--- config.mk ---
export PLATFORM = sky130hd
export DESIGN_NAME = dcfg_ctrl
export DESIGN_NICKNAME = d
export VERILOG_FILES = /design/src/rtl/dcfg_pkg.sv /design/src/rtl/dcfg_wr_decode.sv /design/src/rtl/dcfg_active_bank.sv /design/src/rtl/dcfg_shadow_bank.sv /design/src/rtl/dcfg_ctrl.sv
export SDC_FILE = /design/constraint.sdc
export NUM_CORES = 1
export LEC_CHECK = 0
export ABC_CLOCK_PERIOD_IN_PS = 5200
export BUFFER_PORTS_ARGS = -buffer_cell sky130_fd_sc_hd__buf_2
export CORE_MARGIN = 2
export CORE_UTILIZATION = 46
export DETAILED_ROUTE_END_ITERATION = 12
export PLACE_DENSITY = 0.7
export SLEW_MARGIN = 40
export SYNTH_ARGS = -nofsm -noshare
export SYNTH_HDL_FRONTEND = slang
export SYNTH_SLANG_ARGS = --single-unit
--- constraint.sdc ---
create_clock -name clk -period 5.2 [get_ports clk]
set_input_delay 0.52 -clock clk [delete_from_list [all_inputs] [get_ports clk]]
set_output_delay 0.52 -clock clk [all_outputs]
set_load 0.1 [all_outputs]
--- src/rtl/dcfg_pkg.sv ---
package dcfg_pkg;

    localparam int M_W   = 10;
    localparam int NA_W  = 3;
    localparam int REG_W = 8;
    localparam int CFG_W = M_W + NA_W + 2;

    typedef struct packed {
        logic [M_W-1:0]  m;
        logic [NA_W-1:0] na;
        logic            nb;
        logic            p;
    } div_cfg_t;

    localparam div_cfg_t CFG_DEFAULT = '{m: 10'd500, na: 3'b010, nb: 1'b0, p: 1'b1};

    typedef enum logic [2:0] {
        ACT_NONE,
        ACT_WR_LO,
        ACT_WR_HI,
        ACT_INC,
        ACT_DEC,
        ACT_LOAD,
        ACT_GET
    } act_e;

    localparam logic [REG_W-1:0] OP_INC  = 8'h01;
    localparam logic [REG_W-1:0] OP_DEC  = 8'h02;
    localparam logic [REG_W-1:0] OP_LOAD = 8'h04;
    localparam logic [REG_W-1:0] OP_GET  = 8'h08;

    function automatic logic [REG_W-1:0] view_lo(div_cfg_t c);
        return c.m[7:0];
    endfunction

    function automatic logic [REG_W-1:0] view_hi(div_cfg_t c, logic lock);
        return {c.m[9:8], c.na, c.nb, c.p, lock};
    endfunction

    function automatic div_cfg_t merge_lo(div_cfg_t c, logic [REG_W-1:0] d);
        div_cfg_t r;
        r        = c;
        r.m[7:0] = d;
        return r;
    endfunction

    function automatic div_cfg_t merge_hi(div_cfg_t c, logic [REG_W-1:0] d);
        div_cfg_t r;
        r        = c;
        r.m[9:8] = d[7:6];
        r.na     = d[5:3];
        r.nb     = d[2];
        r.p      = d[1];
        return r;
    endfunction

endpackage

--- src/rtl/dcfg_wr_decode.sv ---
module dcfg_wr_decode
    import dcfg_pkg::*;
#(
    parameter int              ADDR_W   = 8,
    parameter logic [ADDR_W-1:0] LO_ADDR  = 8'h00,
    parameter logic [ADDR_W-1:0] HI_ADDR  = 8'h01,
    parameter logic [ADDR_W-1:0] CMD_ADDR = 8'hF0
) (
    input  logic              serial_en,
    input  logic              wr_en,
    input  logic [ADDR_W-1:0] wr_addr,
    input  logic [REG_W-1:0]  wr_data,
    output act_e              action
);

    always_comb begin
        action = ACT_NONE;
        if (serial_en && wr_en) begin
            if (wr_addr == LO_ADDR) begin
                action = ACT_WR_LO;
            end else if (wr_addr == HI_ADDR) begin
                action = ACT_WR_HI;
            end else if (wr_addr == CMD_ADDR) begin
                unique case (wr_data)
                    OP_INC:  action = ACT_INC;
                    OP_DEC:  action = ACT_DEC;
                    OP_LOAD: action = ACT_LOAD;
                    OP_GET:  action = ACT_GET;
                    default: action = ACT_NONE;
                endcase
            end
        end
    end

endmodule

--- src/rtl/dcfg_active_bank.sv ---
module dcfg_active_bank
    import dcfg_pkg::*;
(
    input  logic     clk,
    input  logic     rst,
    input  logic     take_pins,
    input  div_cfg_t pin_cfg,
    input  act_e     action,
    input  div_cfg_t shadow_cfg,
    output div_cfg_t active_cfg,
    output logic     changed
);

    div_cfg_t cur_q;
    div_cfg_t nxt;
    logic     chg_q;

    always_comb begin
        nxt = cur_q;
        if (take_pins) begin
            nxt = pin_cfg;
        end else begin
            case (action)
                ACT_INC:  nxt.m = cur_q.m + M_W'(1);
                ACT_DEC:  nxt.m = cur_q.m - M_W'(1);
                ACT_LOAD: nxt   = shadow_cfg;
                default:  nxt   = cur_q;
            endcase
        end
    end

    always_ff @(posedge clk) begin
        if (rst) begin
            cur_q <= CFG_DEFAULT;
            chg_q <= 1'b0;
        end else begin
            cur_q <= nxt;
            chg_q <= (nxt.m != cur_q.m) || (nxt.p != cur_q.p);
        end
    end

    assign active_cfg = cur_q;
    assign changed    = chg_q;

endmodule

--- src/rtl/dcfg_shadow_bank.sv ---
module dcfg_shadow_bank
    import dcfg_pkg::*;
(
    input  logic             clk,
    input  logic             rst,
    input  logic             take_pins,
    input  div_cfg_t         pin_cfg,
    input  act_e             action,
    input  logic [REG_W-1:0] wr_data,
    input  div_cfg_t         active_cfg,
    output div_cfg_t         shadow_cfg
);

    div_cfg_t sh_q;
    div_cfg_t sh_nxt;

    always_comb begin
        sh_nxt = sh_q;
        if (take_pins) begin
            sh_nxt = pin_cfg;
        end else begin
            case (action)
                ACT_WR_LO: sh_nxt = merge_lo(sh_q, wr_data);
                ACT_WR_HI: sh_nxt = merge_hi(sh_q, wr_data);
                ACT_GET:   sh_nxt = active_cfg;
                default:   sh_nxt = sh_q;
            endcase
        end
    end

    always_ff @(posedge clk) begin
        if (rst) begin
            sh_q <= CFG_DEFAULT;
        end else begin
            sh_q <= sh_nxt;
        end
    end

    assign shadow_cfg = sh_q;

endmodule

--- src/rtl/dcfg_ctrl.sv ---
module dcfg_ctrl
    import dcfg_pkg::*;
#(
    parameter int                ADDR_W   = 8,
    parameter logic [ADDR_W-1:0] LO_ADDR  = 8'h00,
    parameter logic [ADDR_W-1:0] HI_ADDR  = 8'h01,
    parameter logic [ADDR_W-1:0] CMD_ADDR = 8'hF0
) (
    input  logic              clk,
    input  logic              master_rst,
    input  logic              mode_ser,
    input  logic [9:0]        pin_m,
    input  logic [2:0]        pin_na,
    input  logic              pin_nb,
    input  logic              pin_p,
    input  logic              lock_in,
    input  logic              wr_en,
    input  logic [ADDR_W-1:0] wr_addr,
    input  logic [7:0]        wr_data,
    output logic [9:0]        act_m,
    output logic [2:0]        act_na,
    output logic              act_nb,
    output logic              act_p,
    output logic [7:0]        rd_lo,
    output logic [7:0]        rd_hi,
    output logic              cfg_changed
);

    logic     rst_seen_q;
    logic     startup;
    logic     take_pins;
    div_cfg_t pin_cfg;
    div_cfg_t active_cfg;
    div_cfg_t shadow_cfg;
    act_e     action;

    always_ff @(posedge clk) begin
        rst_seen_q <= master_rst;
    end

    assign startup   = rst_seen_q && !master_rst;
    assign take_pins = startup || !mode_ser;
    assign pin_cfg   = '{m: pin_m, na: pin_na, nb: pin_nb, p: pin_p};

    dcfg_wr_decode #(
        .ADDR_W   (ADDR_W),
        .LO_ADDR  (LO_ADDR),
        .HI_ADDR  (HI_ADDR),
        .CMD_ADDR (CMD_ADDR)
    ) dec_i (
        .serial_en (mode_ser),
        .wr_en     (wr_en),
        .wr_addr   (wr_addr),
        .wr_data   (wr_data),
        .action    (action)
    );

    dcfg_active_bank act_i (
        .clk        (clk),
        .rst        (master_rst),
        .take_pins  (take_pins),
        .pin_cfg    (pin_cfg),
        .action     (action),
        .shadow_cfg (shadow_cfg),
        .active_cfg (active_cfg),
        .changed    (cfg_changed)
    );

    dcfg_shadow_bank sh_i (
        .clk        (clk),
        .rst        (master_rst),
        .take_pins  (take_pins),
        .pin_cfg    (pin_cfg),
        .action     (action),
        .wr_data    (wr_data),
        .active_cfg (active_cfg),
        .shadow_cfg (shadow_cfg)
    );

    assign act_m  = active_cfg.m;
    assign act_na = active_cfg.na;
    assign act_nb = active_cfg.nb;
    assign act_p  = active_cfg.p;
    assign rd_lo  = view_lo(shadow_cfg);
    assign rd_hi  = view_hi(shadow_cfg, lock_in);

endmodule

==> results of run 1 <==
==> worst max-delay path by stage <==
stage,from,end,depth (start not counted)
after CTS,wr_addr[7],act_i.changed,15
after global routing,wr_addr[1],act_i.changed,16
after detailed placement,wr_addr[7],act_i.changed,15
final,wr_addr[7],act_i.changed,15
after global placement,wr_addr[7],act_i.changed,15
after floorplan,wr_addr[1],act_i.changed,15
==> logic make-up (layout without fill, tap and decap cells) <==
logic type	count (synthesis)	after routing	synth area share, %
flops	32	32	23.1
compound gates	132	132	34.5
simple gates	147	147	26.9
xor+xnor	18	18	5.69
buf+inv	31	91	4.69
fa+ha+maj	9	9	4.33
mux	2	2	0.812
==> per-stage QoR <==
step	hold slack [ps]	utilization, %
global placement	474	53.6
CTS	473	55.2
finish	472	55.4
detailed placement	479	53.6
floorplan	548	-
global route	495	55.4
==> power by group <==
group / leakage [uW] / switching (uW) / internal (uW) / total, uW
clock: 0.0000404 / 113 / 94.9 / 208
combinational: 0.000995 / 215 / 66.3 / 282
sequential: 0.000266 / 23.3 / 263 / 286
==> cell usage after synthesis (7+ instances only) <==
master    count
a21oi_1      33
a211oi_1      7
a311oi_1     10
a21o_1        7
ha_1          8
nand3_1      18
o21ai_0      13
nor2_1       36
xor2_1        7
o211ai_1     10
buf_2         7
dfxtp_1      32
xnor2_1      11
inv_1        11
clkbuf_1     11
nand2_1      48
==> registers in the layout, indices dropped and copies added, names as in the netlist <==
signal,count
act_i.active_cfg,15
sh_i.shadow_cfg,15
act_i.changed,1
rst_seen_q,1
==> layer usage <==
layer | part of all wire (%) | up-vias | GRT usage (%)
met5 | 0 | - | 0
met4 | 1.5 | 0 | 9.00
li1 | - | 1522 | -
met3 | 8.2 | 14 | 4.84
met2 | 45 | 174 | 43.9
met1 | 45 | 1504 | 44.2
==> critical path, delay by kind of cell <==
| kind | cells | cell delay [ps] |
|---|---|---|
| buffers and inverters | 2 | 300 |
| adder cells (fa/ha/maj) | 1 | 320 |
| multiplexers | 1 | 370 |
| AO/OA/AOI/OAI | 9 | 2190 |
| AND/OR/NAND/NOR | 2 | 820 |
==> area by class of cell <==
class / instances / area share (%)
Clock inverter: 3 / 0.729
Clock buffer: 5 / 2.11
Sequential cell: 32 / 19.6
Multi-Input combinational cell: 308 / 61.8
Tap cell: 75 / 2.88
Inverter: 11 / 1.27
Timing Repair Buffer: 72 / 11.6
==> results by group, run 1 <==
Timing
  • Highest clock rate: 230 MHz
  • RSZ-0062 raised after global routing: false
  • Final Worst Setup Slack: 858 ps
  • Minimum clock period: 4340 ps
  • Worst slew margin: 50.3%
  • Hold Fails Final Rpt: 0
  • Setup TNS: 0 ps
  • Worst-margin pin slew: 741 ps
  • Tcrit/Tclk final: 83.5%
  • Endpoints failing setup: 0
  • Fin. max-slew vios: 0
  • Worst Clk Skew: 8.30 ps

Worst hold path
  • Hold EP: sh_i.shadow_cfg[4]
  • Worst Hold Class: in2reg
  • Min-delay src: pin_na[2]
  • WHS Path Cells: 3

Logic synthesis
  • Synth async-reset ratio: 0%
  • Post-synth EDFFs: 0
  • Synth Instances: 371
  • Synth Register Bits: 32
  • Synth area leader: dfxtp_1
  • Ys flop type: dfxtp_1
  • Synth top area cells: dfxtp_1 23%, nand2_1 6.5%, a21oi_1 6.0%, nor2_1 4.9%, ha_1 3.6%
  • Synth cell types: 68
  • Share of the yosys chip area belonging to registers: 23.1%
  • Synthesized area: 2770 sq um
  • Syn Area/Cell: 7.47 sq um
  • Post-Syn Nets: 416
  • Proportion of netlist area held by the largest area contributor: 23.1%
  • Synth warnings: 0

Drt
  • Iter 0 DRT Violations: 374
  • Wire per inst: 19.1 microns
  • Final WL: 9690 microns
  • Drt pass-1 iters: 7
  • Vias per cell: 6.35
  • Number of routed nets with antenna violations: 0
  • Vias: 3,214
  • Drt drc: 0

Place
  • IO buf count: 65
  • HPWL after DPL: 7180 microns
  • Routability congestion estimate: 0.932
  • Dpl cells: 498
  • Dpl cell area: 3160 sq um
  • Worst slack, placed: 638 ps

Critical path
  • Critical path fanouts, max: 9
  • WP data required: 5420 ps
  • Critical R2R Launch: act_i.active_cfg[6]
  • CP max stage cell: or4_1
  • Critical path type: in2reg
  • FF-to-FF setup slack: 2190 ps
  • Critical-path cell list: buf_2 > or4_1 > a211o_2 > nand2_1 > inv_1 > ha_1 > a21oi_1 > o2111ai_1 > a41oi_1 > a21o_1 > o21ai_0 > a22oi_1 > mux2_2 > a41o_1 > a31oi_1
  • Reg2reg end: act_i.changed
  • CP peak stage delay: 660 ps
  • Path depth of the worst reg2reg path: 10
  • Arrival time of the worst setup path: 4560 ps
  • Startpoint Class: input pin
  • Setup crit end kind: register

Clock network
  • Clk pin slew, worst setup/hold paths: 80 ps
  • Clock insertion delay at the later pin of the skew report: 290 ps
  • CTS root buf: clkbuf_8
  • Total CTS buffers: 5
  • CTS tree: built
  • # clock sinks: 32
  • Cts repair resizes: 0
  • Htree depth: 2
  • Cts hold-fix bufs: 0
  • Post-CTS setup buffer count: 0
  • Clock buffer depth: 2

Power
  • Power consumption: 776 uW
  • Power per Cell Area: 238 nW/um^2
  • VDD IR max: 151 uV
  • Leakage: 0.00130 uW

Global route
  • Pin count of the biggest net entering global routing: 34
  • GRT Total Usage: 29.8%
  • Vias in the first global route: 2,846
  • Initial antenna violation count: 0
  • GRT overflow: 0
  • First-pass GRT wire length: 15,200 microns

Die
  • Starting density of the core: 47.1%
  • Horiz. Die Dim: 81.6 microns
  • Die height: 81.6 microns
  • Core Area: 5890 sq um
  • Die ar.: 6660 sq um
  • Row count: 28
  • Num ports: 68

Layout
  • Syn-to-layout area delta: 17.6%
  • Area occupied by registers: 641 sq um
  • Post-Layout Cell Count: 506
  • Fraction of layout cells with a size suffix above 1: 23.7%
  • Commonest non-fill, non-tap cell in the layout: buf_2
  • Layout net count: 475
  • FILL cells: 592
  • Fin area: 3260 sq um
  • N_diodes: 0
  • Multi-input logic area: 2010 sq um
  • Most frequent cells in the layout: 65 x buf_2, 48 x nand2_1, 36 x nor2_1

Outcome
  • Outcome: completed

Run
  • Max-cap viol count: 0
Power figures use the tool's default switching activity.
==> run 2, diff against run 1 <==
- ABC_CLOCK_PERIOD_IN_PS: 5200 -> 4460
- clock period: 5.2 -> 4.46 ns (I/O delays scaled with it)
==> run 2 against run 1 <==
Sequential share of layout area decreased by 0.24 points. Highest routed layer unchanged. Wire length about the same. Register-to-register slack got worse by 690 ps. Clock power increased by 38%. Non-clock buffer count increased by 5. Cell count increased by 0.99%.
==> results by group, run 2 (synthesis gave the netlist of run 1 again) <==
Timing
  • Highest clock rate: 249 MHz
  • RSZ-0062 raised after global routing: false
  • Worst Clk Skew: 2.74 ps
  • Worst-margin pin slew: 732 ps
  • Worst slew margin: 51.0%
  • Min Hold Slack: 412 ps
  • Setup TNS: 0 ps
  • Hold Fails Final Rpt: 0
  • Final Worst Setup Slack: 451 ps
  • Endpoints failing setup: 0
  • Minimum clock period: 4010 ps
  • Fin. max-slew vios: 0
  • Tcrit/Tclk final: 89.9%

Place
  • HPWL after DPL: 7190 microns
  • Dpl cells: 503
  • Worst slack, placed: 162 ps
  • Routability congestion estimate: 0.928
  • IO buf count: 65

Clock network
  • Clock insertion delay at the later pin of the skew report: 290 ps
  • Htree depth: 2
  • CTS tree: built
  • Cts hold-fix bufs: 0
  • Post-CTS setup buffer count: 0
  • Cts repair resizes: 0
  • Clock buffer depth: 2
  • Total CTS buffers: 5
  • Clk pin slew, worst setup/hold paths: 70 ps
  • CTS root buf: clkbuf_8
  • # clock sinks: 32

Critical path
  • Arrival time of the worst setup path: 4230 ps
  • Setup crit end kind: register
  • Startpoint Class: input pin
  • Critical path type: in2reg
  • Critical path fanouts, max: 9
  • WP data required: 4680 ps

Die
  • Starting density of the core: 47.1%
  • Row count: 28
  • Die height: 81.6 microns
  • Core Area: 5890 sq um
  • Die ar.: 6660 sq um
  • Num ports: 68
  • Horiz. Die Dim: 81.6 microns

Layout
  • FILL cells: 591
  • Commonest non-fill, non-tap cell in the layout: buf_2
  • Post-Layout Cell Count: 511
  • Layout net count: 480
  • Most frequent cells in the layout: 65 x buf_2, 48 x nand2_1, 36 x nor2_1
  • Syn-to-layout area delta: 19.0%
  • Fraction of layout cells with a size suffix above 1: 24.3%
  • N_diodes: 0

Run
  • Max-cap viol count: 0

Drt
  • Drt pass-1 iters: 5
  • Number of routed nets with antenna violations: 0
  • Drt drc: 0
  • Iter 0 DRT Violations: 394
  • Final WL: 9700 microns
  • Wire per inst: 19.0 microns
  • Vias: 3,247
  • Vias per cell: 6.35

Power
  • Leakage: 0.00134 uW
  • Power per Cell Area: 287 nW/um^2
  • Power consumption: 947 uW
  • VDD IR max: 152 uV

Global route
  • First-pass GRT wire length: 15,400 microns
  • GRT Total Usage: 30.3%
  • Vias in the first global route: 2,936
  • Pin count of the biggest net entering global routing: 35
  • GRT overflow: 0
  • Initial antenna violation count: 0

Worst hold path
  • Worst Hold Class: in2reg

Outcome
  • Outcome: completed
-- run 2: cell count changes in the layout (fill, tap and decap cells not counted), sizes merged --
cell and delta:
buf +5, clkinvlp -2, clkbuf +1, bufinv +1
-- run 2: final cells by class --
cell class / count / area, sq um / area share [%]
Inverter: 11 / 41.3 / 1.25
Timing Repair Buffer: 77 / 415 / 12.6
Clock buffer: 6 / 72.6 / 2.20
Tap cell: 75 / 93.8 / 2.84
Multi-Input combinational cell: 308 / 2000 / 60.7
Sequential cell: 32 / 641 / 19.4
Clock inverter: 2 / 35.0 / 1.06
-- run 2: worst paths after layout --
path	cells after the start	startpoint	end	slack (ps)
worst min register to register	2	sh_i.shadow_cfg[4]	act_i.active_cfg[4]	500
worst min-delay path	3	pin_na[2]	sh_i.shadow_cfg[4]	410
worst max-delay path	15	wr_addr[7]	act_i.changed	450
worst max register to register	11	act_i.active_cfg[6]	act_i.changed	1500
-- run 2: where the power goes --
group | total (uW) | switching [uW] | leakage (uW) | internal, uW
Combinational | 327 | 249 | 0.00102 | 77.8
Sequential | 333 | 26.6 | 0.000266 | 307
Clock | 287 | 121 | 0.0000552 | 166
-- run 2: layer usage --
metal / part of all wire (%) / GRT usage, % / vias up
met5: 0 / 0 / -
met4: 2.3 / 9.83 / 0
met3: 8.1 / 4.62 / 17
met2: 44 / 45.0 / 159
met1: 45 / 44.6 / 1534
li1: - / - / 1537
-- run 2: stage by stage --
| stage | area [sq um] | utilization, % |
|---|---|---|
| 3_3_place_gp | 3190 | 54.3 |
| 5_1_grt | 3300 | 56.1 |
| 6_report | 3300 | 56.1 |
| 4_1_cts | 3300 | 56.1 |
| 3_5_place_dp | 3190 | 54.3 |
| 2_1_floorplan | 2770 | - |
-- run 2: worst max-delay path: stages --
cell and delay, ps:
buf_2 120, or4_1 630, a211o_2 360, nand2_1 90, inv_1 170, ha_1 330
a21oi_1 300, o2111ai_1 220, a41oi_1 380, a21o_1 160, o21ai_0 70, a22oi_1 260
mux2_2 370, a41o_1 180, a31oi_1 150
